## src/rtl/pfc_pkg.sv

```systemverilog
package pfc_pkg;

    parameter int FLOW_W  = 15;
    parameter int MAC_W   = 48;
    parameter int VLAN_W  = 12;
    parameter int ETYPE_W = 16;
    parameter int IP_W    = 32;
    parameter int PROTO_W = 8;
    parameter int PORT_W  = 16;
    parameter int EN_W    = 10;

    // enable bit positions inside the rule enable vector
    localparam int EN_SMAC  = 0;
    localparam int EN_DMAC  = 1;
    localparam int EN_VLAN  = 2;
    localparam int EN_ETYPE = 3;
    localparam int EN_SIP   = 4;
    localparam int EN_DIP   = 5;
    localparam int EN_SPOOF = 6;
    localparam int EN_PROTO = 7;
    localparam int EN_SPORT = 8;
    localparam int EN_DPORT = 9;

    typedef enum logic [1:0] {
        VD_ACCEPT = 2'b00,
        VD_DROP   = 2'b01,
        VD_MODIFY = 2'b10
    } verdict_e;

    localparam logic [1:0] LY_NONE = 2'd0;

    typedef struct packed {
        logic [FLOW_W-1:0]  flow;
        logic [MAC_W-1:0]   smac;
        logic [MAC_W-1:0]   dmac;
        logic [VLAN_W-1:0]  vlan;
        logic [ETYPE_W-1:0] etype;
        logic [IP_W-1:0]    sip;
        logic [IP_W-1:0]    dip;
        logic [PROTO_W-1:0] proto;
        logic [PORT_W-1:0]  sport;
        logic [PORT_W-1:0]  dport;
    } hdr_t;

    typedef struct packed {
        logic [EN_W-1:0]    en;
        logic               rewrite;
        logic [MAC_W-1:0]   smac;
        logic [MAC_W-1:0]   dmac;
        logic [VLAN_W-1:0]  vlan;
        logic [ETYPE_W-1:0] etype;
        logic [IP_W-1:0]    sip;
        logic [IP_W-1:0]    dip;
        logic [IP_W-1:0]    pfx;
        logic [IP_W-1:0]    mask;
        logic [PROTO_W-1:0] proto;
        logic [PORT_W-1:0]  sport_lo;
        logic [PORT_W-1:0]  sport_hi;
        logic [PORT_W-1:0]  dport_lo;
        logic [PORT_W-1:0]  dport_hi;
    } rule_t;

    typedef struct packed {
        logic       valid;
        logic [1:0] fail;
        hdr_t       hdr;
        rule_t      rule;
    } slot_t;

endpackage

```

## src/rtl/pfc_rule_intake.sv

```systemverilog
module pfc_rule_intake
    import pfc_pkg::*;
(
    input  logic  clk,
    input  logic  rst_n,
    input  logic  rule_valid,
    input  rule_t rule_i,
    input  logic  hdr_valid,
    output logic  rule_ready,
    output logic  hdr_ready,
    output logic  launch,
    output rule_t rule_o
);

    typedef enum logic {
        ST_WAIT_RULE = 1'b0,
        ST_ARMED     = 1'b1
    } intake_e;

    intake_e state_q;
    intake_e state_d;

    // state register
    always_ff @(posedge clk) begin
        if (!rst_n) begin
            state_q <= ST_WAIT_RULE;
        end else begin
            state_q <= state_d;
        end
    end

    // transitions: RULE_TAKEN, ARMED_IDLE, HDR_TAKEN
    always_comb begin
        state_d = state_q;
        unique case (state_q)
            ST_WAIT_RULE: if (rule_valid) state_d = ST_ARMED;
            ST_ARMED:     if (hdr_valid)  state_d = ST_WAIT_RULE;
            default:      state_d = ST_WAIT_RULE;
        endcase
    end

    // outputs
    always_comb begin
        rule_ready = 1'b0;
        hdr_ready  = 1'b0;
        launch     = 1'b0;
        unique case (state_q)
            ST_WAIT_RULE: rule_ready = 1'b1;
            ST_ARMED: begin
                hdr_ready = 1'b1;
                launch    = hdr_valid;
            end
            default: ;
        endcase
    end

    // held rule record
    always_ff @(posedge clk) begin
        if (!rst_n) begin
            rule_o <= '0;
        end else if (state_q == ST_WAIT_RULE && rule_valid) begin
            rule_o <= rule_i;
        end
    end

endmodule

```

## src/rtl/pfc_layer_stage.sv

```systemverilog
module pfc_layer_stage
    import pfc_pkg::*;
#(
    parameter int LAYER = 1
) (
    input  logic  clk,
    input  logic  rst_n,
    input  slot_t slot_i,
    output slot_t slot_o
);

    localparam logic [1:0] CODE = 2'(LAYER);

    logic layer_ok;

    function automatic logic in_range(input logic [PORT_W-1:0] v,
                                      input logic [PORT_W-1:0] lo,
                                      input logic [PORT_W-1:0] hi);
        return (v >= lo) && (v <= hi);
    endfunction

    generate
        if (LAYER == 1) begin : g_link
            assign layer_ok =
                (!slot_i.rule.en[EN_SMAC]  || slot_i.hdr.smac  == slot_i.rule.smac)  &&
                (!slot_i.rule.en[EN_DMAC]  || slot_i.hdr.dmac  == slot_i.rule.dmac)  &&
                (!slot_i.rule.en[EN_VLAN]  || slot_i.hdr.vlan  == slot_i.rule.vlan)  &&
                (!slot_i.rule.en[EN_ETYPE] || slot_i.hdr.etype == slot_i.rule.etype);
        end else if (LAYER == 2) begin : g_net
            assign layer_ok =
                (!slot_i.rule.en[EN_SIP]   || slot_i.hdr.sip == slot_i.rule.sip) &&
                (!slot_i.rule.en[EN_DIP]   || slot_i.hdr.dip == slot_i.rule.dip) &&
                (!slot_i.rule.en[EN_SPOOF] ||
                    ((slot_i.hdr.sip & slot_i.rule.mask) == slot_i.rule.pfx));
        end else begin : g_xport
            assign layer_ok =
                (!slot_i.rule.en[EN_PROTO] || slot_i.hdr.proto == slot_i.rule.proto) &&
                (!slot_i.rule.en[EN_SPORT] ||
                    in_range(slot_i.hdr.sport, slot_i.rule.sport_lo, slot_i.rule.sport_hi)) &&
                (!slot_i.rule.en[EN_DPORT] ||
                    in_range(slot_i.hdr.dport, slot_i.rule.dport_lo, slot_i.rule.dport_hi));
        end
    endgenerate

    always_ff @(posedge clk) begin
        if (!rst_n) begin
            slot_o <= '0;
        end else begin
            slot_o <= slot_i;
            if (slot_i.valid && slot_i.fail == LY_NONE && !layer_ok) begin
                slot_o.fail <= CODE;
            end
        end
    end

endmodule

```

## src/rtl/pkt_filter_chain.sv

```systemverilog
module pkt_filter_chain
    import pfc_pkg::*;
(
    input  logic               clk,
    input  logic               rst_n,
    input  logic               rule_valid,
    output logic               rule_ready,
    input  logic [EN_W-1:0]    rule_en,
    input  logic               rule_rewrite,
    input  logic [MAC_W-1:0]   rule_smac,
    input  logic [MAC_W-1:0]   rule_dmac,
    input  logic [VLAN_W-1:0]  rule_vlan,
    input  logic [ETYPE_W-1:0] rule_etype,
    input  logic [IP_W-1:0]    rule_sip,
    input  logic [IP_W-1:0]    rule_dip,
    input  logic [IP_W-1:0]    rule_pfx,
    input  logic [IP_W-1:0]    rule_mask,
    input  logic [PROTO_W-1:0] rule_proto,
    input  logic [PORT_W-1:0]  rule_sport_lo,
    input  logic [PORT_W-1:0]  rule_sport_hi,
    input  logic [PORT_W-1:0]  rule_dport_lo,
    input  logic [PORT_W-1:0]  rule_dport_hi,
    input  logic               hdr_valid,
    output logic               hdr_ready,
    input  logic [FLOW_W-1:0]  hdr_flow,
    input  logic [MAC_W-1:0]   hdr_smac,
    input  logic [MAC_W-1:0]   hdr_dmac,
    input  logic [VLAN_W-1:0]  hdr_vlan,
    input  logic [ETYPE_W-1:0] hdr_etype,
    input  logic [IP_W-1:0]    hdr_sip,
    input  logic [IP_W-1:0]    hdr_dip,
    input  logic [PROTO_W-1:0] hdr_proto,
    input  logic [PORT_W-1:0]  hdr_sport,
    input  logic [PORT_W-1:0]  hdr_dport,
    output logic               out_valid,
    output logic [1:0]         out_verdict,
    output logic [1:0]         out_layer,
    output logic [FLOW_W-1:0]  out_flow
);

    localparam int NUM_STAGES = 3;

    rule_t rule_in;
    rule_t rule_held;
    hdr_t  hdr_in;
    logic  launch;
    slot_t slots [NUM_STAGES+1];

    always_comb begin
        rule_in          = '0;
        rule_in.en       = rule_en;
        rule_in.rewrite  = rule_rewrite;
        rule_in.smac     = rule_smac;
        rule_in.dmac     = rule_dmac;
        rule_in.vlan     = rule_vlan;
        rule_in.etype    = rule_etype;
        rule_in.sip      = rule_sip;
        rule_in.dip      = rule_dip;
        rule_in.pfx      = rule_pfx;
        rule_in.mask     = rule_mask;
        rule_in.proto    = rule_proto;
        rule_in.sport_lo = rule_sport_lo;
        rule_in.sport_hi = rule_sport_hi;
        rule_in.dport_lo = rule_dport_lo;
        rule_in.dport_hi = rule_dport_hi;
    end

    always_comb begin
        hdr_in       = '0;
        hdr_in.flow  = hdr_flow;
        hdr_in.smac  = hdr_smac;
        hdr_in.dmac  = hdr_dmac;
        hdr_in.vlan  = hdr_vlan;
        hdr_in.etype = hdr_etype;
        hdr_in.sip   = hdr_sip;
        hdr_in.dip   = hdr_dip;
        hdr_in.proto = hdr_proto;
        hdr_in.sport = hdr_sport;
        hdr_in.dport = hdr_dport;
    end

    pfc_rule_intake intake_i (
        .clk        (clk),
        .rst_n      (rst_n),
        .rule_valid (rule_valid),
        .rule_i     (rule_in),
        .hdr_valid  (hdr_valid),
        .rule_ready (rule_ready),
        .hdr_ready  (hdr_ready),
        .launch     (launch),
        .rule_o     (rule_held)
    );

    always_comb begin
        slots[0].valid = launch;
        slots[0].fail  = LY_NONE;
        slots[0].hdr   = hdr_in;
        slots[0].rule  = rule_held;
    end

    for (genvar s = 0; s < NUM_STAGES; s++) begin : g_stage
        pfc_layer_stage #(.LAYER(s + 1)) stage_i (
            .clk    (clk),
            .rst_n  (rst_n),
            .slot_i (slots[s]),
            .slot_o (slots[s+1])
        );
    end

    // verdict and log record from the last stage register
    always_comb begin
        out_valid   = slots[NUM_STAGES].valid;
        out_layer   = slots[NUM_STAGES].fail;
        out_flow    = slots[NUM_STAGES].hdr.flow;
        out_verdict = VD_ACCEPT;
        if (!slots[NUM_STAGES].valid) begin
            out_layer = LY_NONE;
        end else if (slots[NUM_STAGES].fail != LY_NONE) begin
            out_verdict = VD_DROP;
        end else if (slots[NUM_STAGES].rule.rewrite) begin
            out_verdict = VD_MODIFY;
        end
    end

endmodule

```

## config.mk

```make
export PLATFORM = sky130hd
export DESIGN_NAME = pkt_filter_chain
export DESIGN_NICKNAME = d
export VERILOG_FILES = /design/src/rtl/pfc_pkg.sv /design/src/rtl/pfc_rule_intake.sv /design/src/rtl/pfc_layer_stage.sv /design/src/rtl/pkt_filter_chain.sv
export SDC_FILE = /design/constraint.sdc
export NUM_CORES = 1
export LEC_CHECK = 0
export BUFFER_PORTS_ARGS = -buffer_cell sky130_fd_sc_hd__buf_2
export CAP_MARGIN = 20
export CORE_UTILIZATION = 45
export DETAILED_ROUTE_END_ITERATION = 6
export HOLD_SLACK_MARGIN = 0.02
export PLACE_DENSITY = 0.71
export SYNTH_ARGS = -nofsm -noshare
export SYNTH_HDL_FRONTEND = slang
export SYNTH_SLANG_ARGS = --single-unit
```

## constraint.sdc

```tcl
create_clock -name clk -period 2.2 [get_ports clk]
set_input_delay 0.22 -clock clk [delete_from_list [all_inputs] [get_ports clk]]
set_output_delay 0.22 -clock clk [all_outputs]
set_load 0.01 [all_outputs]
```

==> results.json, run 1 <==
{
  "drtPass1Iterations": 5,
  "syn_nets": 3708,
  "endpoint_kind": "flop",
  "port_buffers": 603,
  "maxSlewHeadroom_pct": 48.0,
  "whs_path_depth": 2,
  "clockBufferDepth": 3,
  "worstReg2RegStart": "g_stage[1].stage_i.slot_o[30]$_SDFF_PN0_",
  "critPathKind": "flop to flop",
  "status": "finished, final reports clean",
  "grt_pass1_wl_um": 134000,
  "clkSlewWorstSetupHoldPaths_ps": 60,
  "hold_class": "primary input to flop",
  "p_int_w": 0.0259,
  "use_met3_pct": 5.72,
  "skew_ps": 24.4,
  "async_flop_share_pct": 0,
  "grt.busiest_layer": "met2",
  "slowest_delay_ps": 430,
  "grt_pass1_vias": 24900,
  "vias": 24200,
  "antenna_found_initial": 22,
  "drt_iter0_drc": 1358,
  "drtAntennaViolNets": 0,
  "viasPerCell": 4.84,
  "die_h_um": 257,
  "synthFlopType": "dfxtp_1",
  "die_w_um": 257,
  "synth.top_cells.by_area": "dfxtp_1 (56%), and2_1 (10%), nand2_1 (7.5%)",
  "crit_slowest_cell": "or3_1",
  "routedWlPerCell_um": 17.6,
  "setup.worst_path.start": "g_stage[1].stage_i.slot_o[30]$_SDFF_PN0_",
  "drv_cap": 0,
  "synth_area_um2": 29300,
  "hold_end": "intake_i.rule_o[171]$_SDFFE_PN0P_",
  "placed_area_um2": 33200,
  "swShare_pct": 23.4,
  "seqPwrFrac_pct": 47.1,
  "start_util_pct": 45.5,
  "hp-start": "rst_n",
  "dieArea_um2": 66100,
  "arrival_ps": 2550,
  "reg2reg_setup_slack_ps": 140,
  "synth_top_area_cell": "dfxtp_1",
  "vdd_drop_max_mv": 0.610,
  "final-max-slew-violation-count": 0,
  "grt_max_degree": 142,
  "grt.total_usage_pct": 26.1,
  "core-area_um2": 64300,
  "rows": 93,
  "worstMarginPinSlew_ps": 781,
  "synth_top_area_share_pct": 55.9,
  "fin_crit_sh_pct": 93.7,
  "clockRootBuffer": "clkbuf_16",
  "critPathLaunchType": "flop",
  "hold_viol": 0,
  "reg2reg_to": "g_stage[2].stage_i.slot_o[578]$_SDFF_PN0_",
  "post_cts_buffers": 0,
  "grt_use_met1_pct": 30.2,
  "p_per_area_nw_per_um2": 831,
  "synth_area_per_cell_um2": 9.56,
  "dp.final_hpwl_um": 57300,
  "finalPower_w": 0.0338,
  "fin_crit_ps": 2060,
  "nFillCells": 4932,
  "gp_congestion": 0.891,
  "clk_latency_ps": 620,
  "syn-instance-count": 3062,
  "routed_wl_um": 88000,
  "cts_buffers": 84,
  "switchingPower_w": 0.00792,
  "drive_above_1_share_pct": 19.1,
  "fmax_mhz": 485,
  "finalSetupViolations": 0,
  "clock_sinks": 817,
  "rsz0062_at_grt": "no",
  "ys_types": 45,
  "grtUsageMet2_pct": 43.8,
  "fin_nets": 4713,
  "synth-edff-count": 0,
  "combPwrFrac_pct": 10.5,
  "cp_data_required_time_ps": 2690,
  "yosys_register_bits": 817,
  "yosysSeqAreaShare_pct": 55.9,
  "synth_most_common_cell": "dfxtp_1",
  "r2r.worst_path.cells": 8,
  "whs_ps": 70.1,
  "crit_chain": "inv_1, ha_1, nand4_1, or3_1, nor4_2, nor3_1, a311oi_2, a21oi_1",
  "cts_tree": "done",
  "synth_warnings": 0,
  "drc_errors": 0,
  "grt_overflow": 0,
  "clock_power_share_pct": 42.4,
  "htreeDepth": 3,
  "final_area_um2": 40700,
  "path_max_fanout": 3,
  "setup-tns-final_ps": 0,
  "synth_commonest_cells": "dfxtp_1 (817), nand2_1 (588), and2_1 (477)",
  "area_growth_pct": 38.9,
  "p_leak_nw": 17.5,
  "num_io_pins": 604
}
==> layer usage <==
metal	vias to the layer above	part of all wire, %	wire, µm
met5	-	0.035	31
met4	6	6.4	5640
met3	342	6.0	5260
met2	897	47	41700
met1	11200	40	35300
li1	11800	-	-
==> cell families (layout without fill, tap and decap cells) <==
logic type / Yosys count / after routing / synth area share, %
buffers and inverters: 248 / 1318 / 3.41
AOI/OAI and AO/OA: 397 / 397 / 9.43
other: 0 / 20 / 0
adders and majority gates: 64 / 64 / 2.73
xor gates and xnor gates: 228 / 228 / 6.82
and+or+nand+nor: 1308 / 1308 / 21.8
DFF: 817 / 817 / 55.9
==> cells in the final DEF, fill, tap and decap left out, types with 15 or more instances in the layout <==
master and n:
a21boi_1 270, a21oi_1 21, and2_1 477, buf_12 22, buf_2 602, buf_4 19, clkbuf_1 15, clkbuf_16 87
clkbuf_8 17, clkinv_2 16, dfxtp_1 817, diode_2 20, dlygate4sd3_1 455, ha_1 64, inv_1 67, nand2_1 587
nand4_1 50, nor2_1 133, nor4_1 32, o21ai_0 53, o21ai_1 23, xnor2_1 164, xor2_1 64
==> worst max-delay path: cells and delay by family, from the launching register on <==
family,cells,cell delay (ps)
adder cells (fa/ha/maj),1,310
AO/OA/AOI/OAI,2,390
flip-flops,1,310
buffers and inverters,1,50
AND/OR/NAND/NOR,4,870
==> area by class of cell <==
cell class	instances	area, µm²	area share [%]
repair buffers	1099	8170	20.1
flip-flops and latches	817	16400	40.2
clock inverters	32	352	0.865
inverters	68	255	0.628
well taps	855	1070	2.63
multi-input cells	1997	11900	29.4
clock buffers	119	2470	6.07
diodes	20	50.0	0.123
==> repair_timing <==
item,4_1_cts,5_1_grt
hold endpoints to repair,456,0
setup endpoints to repair,0,2
hold buffers,455,0
gates resized for setup,0,1
==> power by group through the flow <==
stage / clock network, W / logic (W) / registers (W)
detailed placement: 0 / 0.00278 / 0.0162
global route: 0.0152 / 0.00385 / 0.0160
floorplan: 0 / 0.00164 / 0.0161
CTS: 0.0146 / 0.00345 / 0.0159
global placement: 0 / 0.00275 / 0.0162
finish: 0.0143 / 0.00354 / 0.0159
==> stage by stage <==
step	setup slack, ps	cells	util, %
6_report	138	5007	63.2
5_1_grt	1.43	5004	63.2
4_1_cts	21.0	4987	63.1
3_5_place_dp	95.3	4381	51.6
3_3_place_gp	190	4381	51.6
2_1_floorplan	320	3062	-
==> registers in the layout, summed over array words and instances, names as in the netlist <==
| name | cells |
|---|---|
| g_stage.stage_i.slot_o | 481 |
| intake_i.rule_o | 335 |
| intake_i.state_q | 1 |
==> how the worst max path moves through the flow <==
stage / to / slack [ps] / cells after the start
floorplan: g_stage[2].stage_i.slot_o[578]$_SDFF_PN0_ / 320 / 8
global placement: g_stage[2].stage_i.slot_o[578]$_SDFF_PN0_ / 190 / 8
detailed placement: g_stage[2].stage_i.slot_o[579]$_SDFF_PN0_ / 100 / 8
CTS: g_stage[2].stage_i.slot_o[578]$_SDFF_PN0_ / 20 / 8
global route: g_stage[2].stage_i.slot_o[579]$_SDFF_PN0_ / 1 / 8
finish: g_stage[2].stage_i.slot_o[578]$_SDFF_PN0_ / 140 / 8
No activity file was read; power rests on OpenSTA's default activity.
==> inputs of run 2 (changes only) <==
- GPL_TIMING_DRIVEN: default -> 0
==> results.json, run 2 (same netlist as run 1, synthesis figures left out) <==
{
  "seq_area_um2": 16400,
  "fin_nets": 4853,
  "final_common_cell": "dfxtp_1",
  "drc_errors": 0,
  "drt_iter0_drc": 1525,
  "regMostFlops": "g_stage.stage_i.slot_o",
  "vias": 25500,
  "viasPerCell": 4.95,
  "vdd_drop_max_mv": 0.518,
  "hold_class": "primary input to flop",
  "routedWlPerCell_um": 19.4,
  "dp.final_hpwl_um": 69200,
  "drive_above_1_share_pct": 18.7,
  "p_leak_nw": 17.5,
  "cp_data_required_time_ps": 2670,
  "die_w_um": 257,
  "grt_pass1_wl_um": 148000,
  "drtPass1Iterations": 5,
  "grt_max_degree": 15,
  "largest_reg_flops": 481,
  "skew_ps": 18.9,
  "grt_overflow": 0,
  "die_h_um": 257,
  "critPathLaunchType": "flop",
  "finalSetupViolations": 0,
  "clk_latency_ps": 640,
  "port_buffers": 602,
  "clockRootBuffer": "clkbuf_16",
  "rows": 93,
  "path_max_fanout": 1,
  "status": "finished, final reports clean",
  "finalPower_w": 0.0340,
  "final-max-slew-violation-count": 0,
  "layout_common_cells": "dfxtp_1 (815), buf_2 (610), nand2_1 (588)",
  "start_util_pct": 45.5,
  "area_growth_pct": 39.8,
  "cts_tree": "done",
  "dieArea_um2": 66100,
  "endpoint_kind": "flop",
  "arrival_ps": 2590,
  "final_cells": 5147,
  "htreeDepth": 3,
  "hold_viol": 0,
  "setup-tns-final_ps": 0,
  "grt_pass1_vias": 26200,
  "dp.cells": 4520,
  "clkSlewWorstSetupHoldPaths_ps": 60,
  "fmax_mhz": 472,
  "fin_crit_ps": 2120,
  "cts_buffers": 84,
  "clockBufferDepth": 3,
  "routed_wl_um": 99600,
  "num_io_pins": 604,
  "critPathKind": "flop to flop",
  "worstMarginPinSlew_ps": 1020,
  "gp_congestion": 0.936,
  "top_regs": "g_stage.stage_i.slot_o x481, intake_i.rule_o x335, intake_i.state_q x1",
  "fin_crit_sh_pct": 96.4,
  "core-area_um2": 64300,
  "maxSlewHeadroom_pct": 32.1,
  "antenna_found_initial": 25,
  "nFillCells": 5026,
  "drv_cap": 0,
  "multiInputGateArea_um2": 12100,
  "clock_sinks": 817,
  "grt.total_usage_pct": 29.5,
  "drtAntennaViolNets": 0,
  "p_per_area_nw_per_um2": 832
}
-- run 2: changes by cell type in the layout (fill, tap and decap cells not counted), sizes merged --
cell      before  now
clkbuf       119  270
buf          644  629
diode         20   24
clkinvlp       5    3
bufinv         5    6
inv           72   73
-- run 2: power breakdown --
part | switching, W | internal [W] | total [W] | leakage [nW]
combinational | 0.00185 | 0.00185 | 0.00370 | 9.46
clock | 0.00604 | 0.00837 | 0.0144 | 1.37
sequential | 0.000394 | 0.0155 | 0.0159 | 6.71
total | 0.00828 | 0.0258 | 0.0340 | 17.5
-- run 2: repair_timing --
action                     in CTS  in global routing
hold endpoints to repair      456                  0
gates resized for setup         6                 45
pin swaps                       1                  5
hold buffers                  455                  0
setup endpoints to repair     134                 97
buffers inserted                1                  0
-- run 2: final timing paths --
path,start,end,slack [ps],cells past startpoint
max,g_stage[0].stage_i.slot_o[159]$_SDFF_PN0_,g_stage[1].stage_i.slot_o[579]$_SDFF_PN0_,80,5
min,hdr_vlan[6],g_stage[0].stage_i.slot_o[578]$_SDFF_PN0_,270,7
max reg2reg,g_stage[0].stage_i.slot_o[159]$_SDFF_PN0_,g_stage[1].stage_i.slot_o[579]$_SDFF_PN0_,80,5
min reg2reg,g_stage[0].stage_i.slot_o[578]$_SDFF_PN0_,g_stage[1].stage_i.slot_o[579]$_SDFF_PN0_,420,1
-- run 2: final cells by class --
class | count | share of cell area (%)
sequential | 817 | 40.0
tap | 855 | 2.61
inverter | 68 | 0.623
antenna | 24 | 0.147
clock buffer | 115 | 5.84
buffer | 180 | 1.87
clock inverter | 32 | 0.975
timing repair buffer | 1059 | 18.5
multi-input combinational | 1997 | 29.4
-- run 2: metrics by stage --
step / instance area (µm²) / hold WS [ps] / setup slack (ps) / util [%]
floorplan: 29300 / 341 / 320 / -
CTS: 40800 / 280 / 6.25 / 63.3
detailed placement: 33400 / 405 / -522 / 51.9
global placement: 33400 / 408 / -827 / 51.8
global route: 40900 / 287 / -24.2 / 63.6
finish: 40900 / 268 / 79.4 / 63.6
-- run 2: critical path: stages, from the launching register on --
cell      delay (ps)
dfxtp_1          320
xor2_1           170
nor4_1           730
nand4_1          320
o21ai_0          290
a311oi_1         130
-- run 2: routing by layer --
layer  up-vias  global-route usage, %  wire (µm)
met5         -                      0         23
met4         4                   19.4       6800
met3       418                   5.72       6120
met2      1116                   49.5      47000
met1     11800                   34.2      39600
li1      12100                      -          -
==> inputs of run 3 (changes only) <==
- ABC_AREA: default -> 1
- PLACE_DENSITY: 0.71 -> 0.7
==> results.json, run 3 <==
{
  "maxSlewHeadroom_pct": 32.4,
  "reg2reg_setup_slack_ps": 30,
  "antenna_found_initial": 28,
  "vdd_drop_max_mv": 0.734,
  "synth_commonest_cells": "dfxtp_1 (817), nand2_1 (697), nor2_1 (685)",
  "start_util_pct": 45.5,
  "yosys_register_bits": 817,
  "skew_ps": 47.4,
  "drive_above_1_share_pct": 17.3,
  "synthFlopType": "dfxtp_1",
  "synth_top_family_by_area": "simple AND/OR/NAND/NOR gates",
  "grt_overflow": 0,
  "layout_common_cells": "dfxtp_1 (817), nand2_1 (697), nor2_1 (685)",
  "whs_ps": 59.1,
  "fmax_mhz": 461,
  "largest_reg_flops": 481,
  "endpoint_kind": "flop",
  "routed_wl_um": 99000,
  "routedWlPerCell_um": 16.9,
  "dp.cells": 5243,
  "dp.final_hpwl_um": 67100,
  "synth_xor_area_share_pct": 5.27,
  "drt_iter0_drc": 1552,
  "setup-tns-final_ps": 0,
  "final_cells": 5877,
  "die_w_um": 260,
  "htreeDepth": 3,
  "synth_warnings": 0,
  "synth_most_common_cell": "dfxtp_1",
  "fin_nets": 5567,
  "arrival_ps": 2720,
  "fin_crit_sh_pct": 98.7,
  "synth_area_per_cell_um2": 7.92,
  "cts_buffers": 85,
  "synth_top_area_share_pct": 54.7,
  "synth-simple-area-share_pct": 20.0,
  "viasPerCell": 4.73,
  "dp_slack_ps": -378,
  "yosys.area_share.adder_pct": 2.68,
  "final_common_cell": "dfxtp_1",
  "rows": 94,
  "fin_ws_ps": 28.8,
  "critPathKind": "flop to flop",
  "fin_crit_ps": 2170,
  "port_buffers": 602,
  "hold_viol": 0,
  "critPathLaunchType": "flop",
  "grt_max_degree": 16,
  "final_area_um2": 41600,
  "drtAntennaViolNets": 0,
  "rsz0062_at_grt": "no",
  "clock_sinks": 817,
  "cts_tree": "done",
  "die_h_um": 260,
  "finalSetupViolations": 0,
  "grt.total_usage_pct": 28.7,
  "syn-instance-count": 3776,
  "placed_area_um2": 34000,
  "async_flop_share_pct": 0,
  "drv_cap": 0,
  "synthMuxAreaShare_pct": 0,
  "p_per_area_nw_per_um2": 849,
  "whs_path_depth": 3,
  "syn_nets": 4422,
  "synth_area_um2": 29900,
  "drc_errors": 0,
  "clk_latency_ps": 640,
  "synth-edff-count": 0,
  "path_max_fanout": 10,
  "vias": 27800,
  "hold_class": "primary input to flop",
  "core-area_um2": 65700,
  "r2r.worst_path.cells": 6,
  "grt_pass1_vias": 27900,
  "grt_pass1_wl_um": 148000,
  "area_growth_pct": 39.0,
  "clockRootBuffer": "clkbuf_16",
  "p_leak_nw": 21.9,
  "gp_congestion": 0.906,
  "top_regs": "g_stage.stage_i.slot_o x481, intake_i.rule_o x335, intake_i.state_q x1",
  "final-max-slew-violation-count": 0,
  "regMostFlops": "g_stage.stage_i.slot_o",
  "status": "finished, final reports clean",
  "yosysSeqAreaShare_pct": 54.7,
  "synth.top_cells.by_area": "dfxtp_1 (55%), nand2_1 (8.7%), nor2_1 (8.6%)",
  "synth_top_area_cell": "dfxtp_1",
  "clockBufferDepth": 3,
  "clkSlewWorstSetupHoldPaths_ps": 70,
  "ys_types": 35,
  "synth_compound_area_share_pct": 6.79,
  "num_io_pins": 604,
  "worstMarginPinSlew_ps": 1010,
  "cp_data_required_time_ps": 2750,
  "dieArea_um2": 67500,
  "drtPass1Iterations": 6
}
-- run 3: cell count changes in the layout (fill, tap and decap cells not counted), sizes merged, moves of 39 or more --
cell    before  now
o21ai       77  349
buf        629  705
inv         73  621
nand2      588  703
xnor2      164   95
a21boi     270    0
nor3         4   43
nor2       133  686
clkbuf     270  191
and2       477    0
-- run 3: path summary, 6_finish.rpt --
path	start	to
setup / recovery	intake_i.state_q$_SDFF_PN0_	intake_i.rule_o[90]$_SDFFE_PN0P_
hold / removal	rst_n	intake_i.state_q$_SDFF_PN0_
setup reg to reg	intake_i.state_q$_SDFF_PN0_	intake_i.rule_o[90]$_SDFFE_PN0P_
hold reg to reg	g_stage[0].stage_i.slot_o[332]$_SDFF_PN0_	g_stage[1].stage_i.slot_o[332]$_SDFF_PN0_
-- run 3: area by class of cell --
class | instances | area [µm²]
well taps | 864 | 1080
multi-input cells | 2166 | 10400
plain buffers | 179 | 863
diodes | 25 | 62.6
flip-flops and latches | 817 | 16400
clock inverters | 40 | 514
inverters | 614 | 2300
clock buffers | 114 | 2410
fillers | 5319 | 24200
repair buffers | 1058 | 7590
-- run 3: layer usage --
| metal | vias up | global-route usage (%) | part of all wire, % |
|---|---|---|---|
| met1 | 12500 | 31.7 | 38 |
| met4 | 14 | 19.1 | 7.4 |
| li1 | 13600 | - | - |
| met5 | - | 0 | 0.094 |
| met3 | 491 | 6.15 | 6.3 |
| met2 | 1148 | 49.7 | 48 |
-- run 3: repair_timing --
item,4_1_cts,5_1_grt
setup buffers,0,0
setup endpoints to repair,12,0
resized for setup,2,0
hold buffers,455,0
endpoints found under the hold margin,456,0
-- run 3: worst max-delay path, cell delays in order, from the launching register on --
cell	delay, ps
dfxtp_1	490
inv_2	160
nand2_4	120
buf_4	370
clkbuf_1	550
o21ai_0	200
nor2_1	160
-- run 3: cells by family (layout without fill, tap and decap cells) --
group | after synthesis | after routing
buf+inv | 793 | 2005
other cells | 0 | 25
flops | 817 | 817
compound gates | 402 | 402
simple gates | 1520 | 1520
xor+xnor | 180 | 180
fa+ha+maj | 64 | 64
-- run 3: report_power, final --
part | switching (W) | internal [W] | total, W
registers | 0.000469 | 0.0157 | 0.0162
clock network | 0.00606 | 0.00892 | 0.0150
logic | 0.00222 | 0.00190 | 0.00412
total | 0.00875 | 0.0265 | 0.0353
-- run 3: through the flow --
step / power, W / utilization [%]
2_1_floorplan: 0.0184 / -
3_3_place_gp: 0.0197 / 51.7
3_5_place_dp: 0.0198 / 51.8
4_1_cts: 0.0353 / 63.1
5_1_grt: 0.0366 / 63.2
6_report: 0.0353 / 63.2
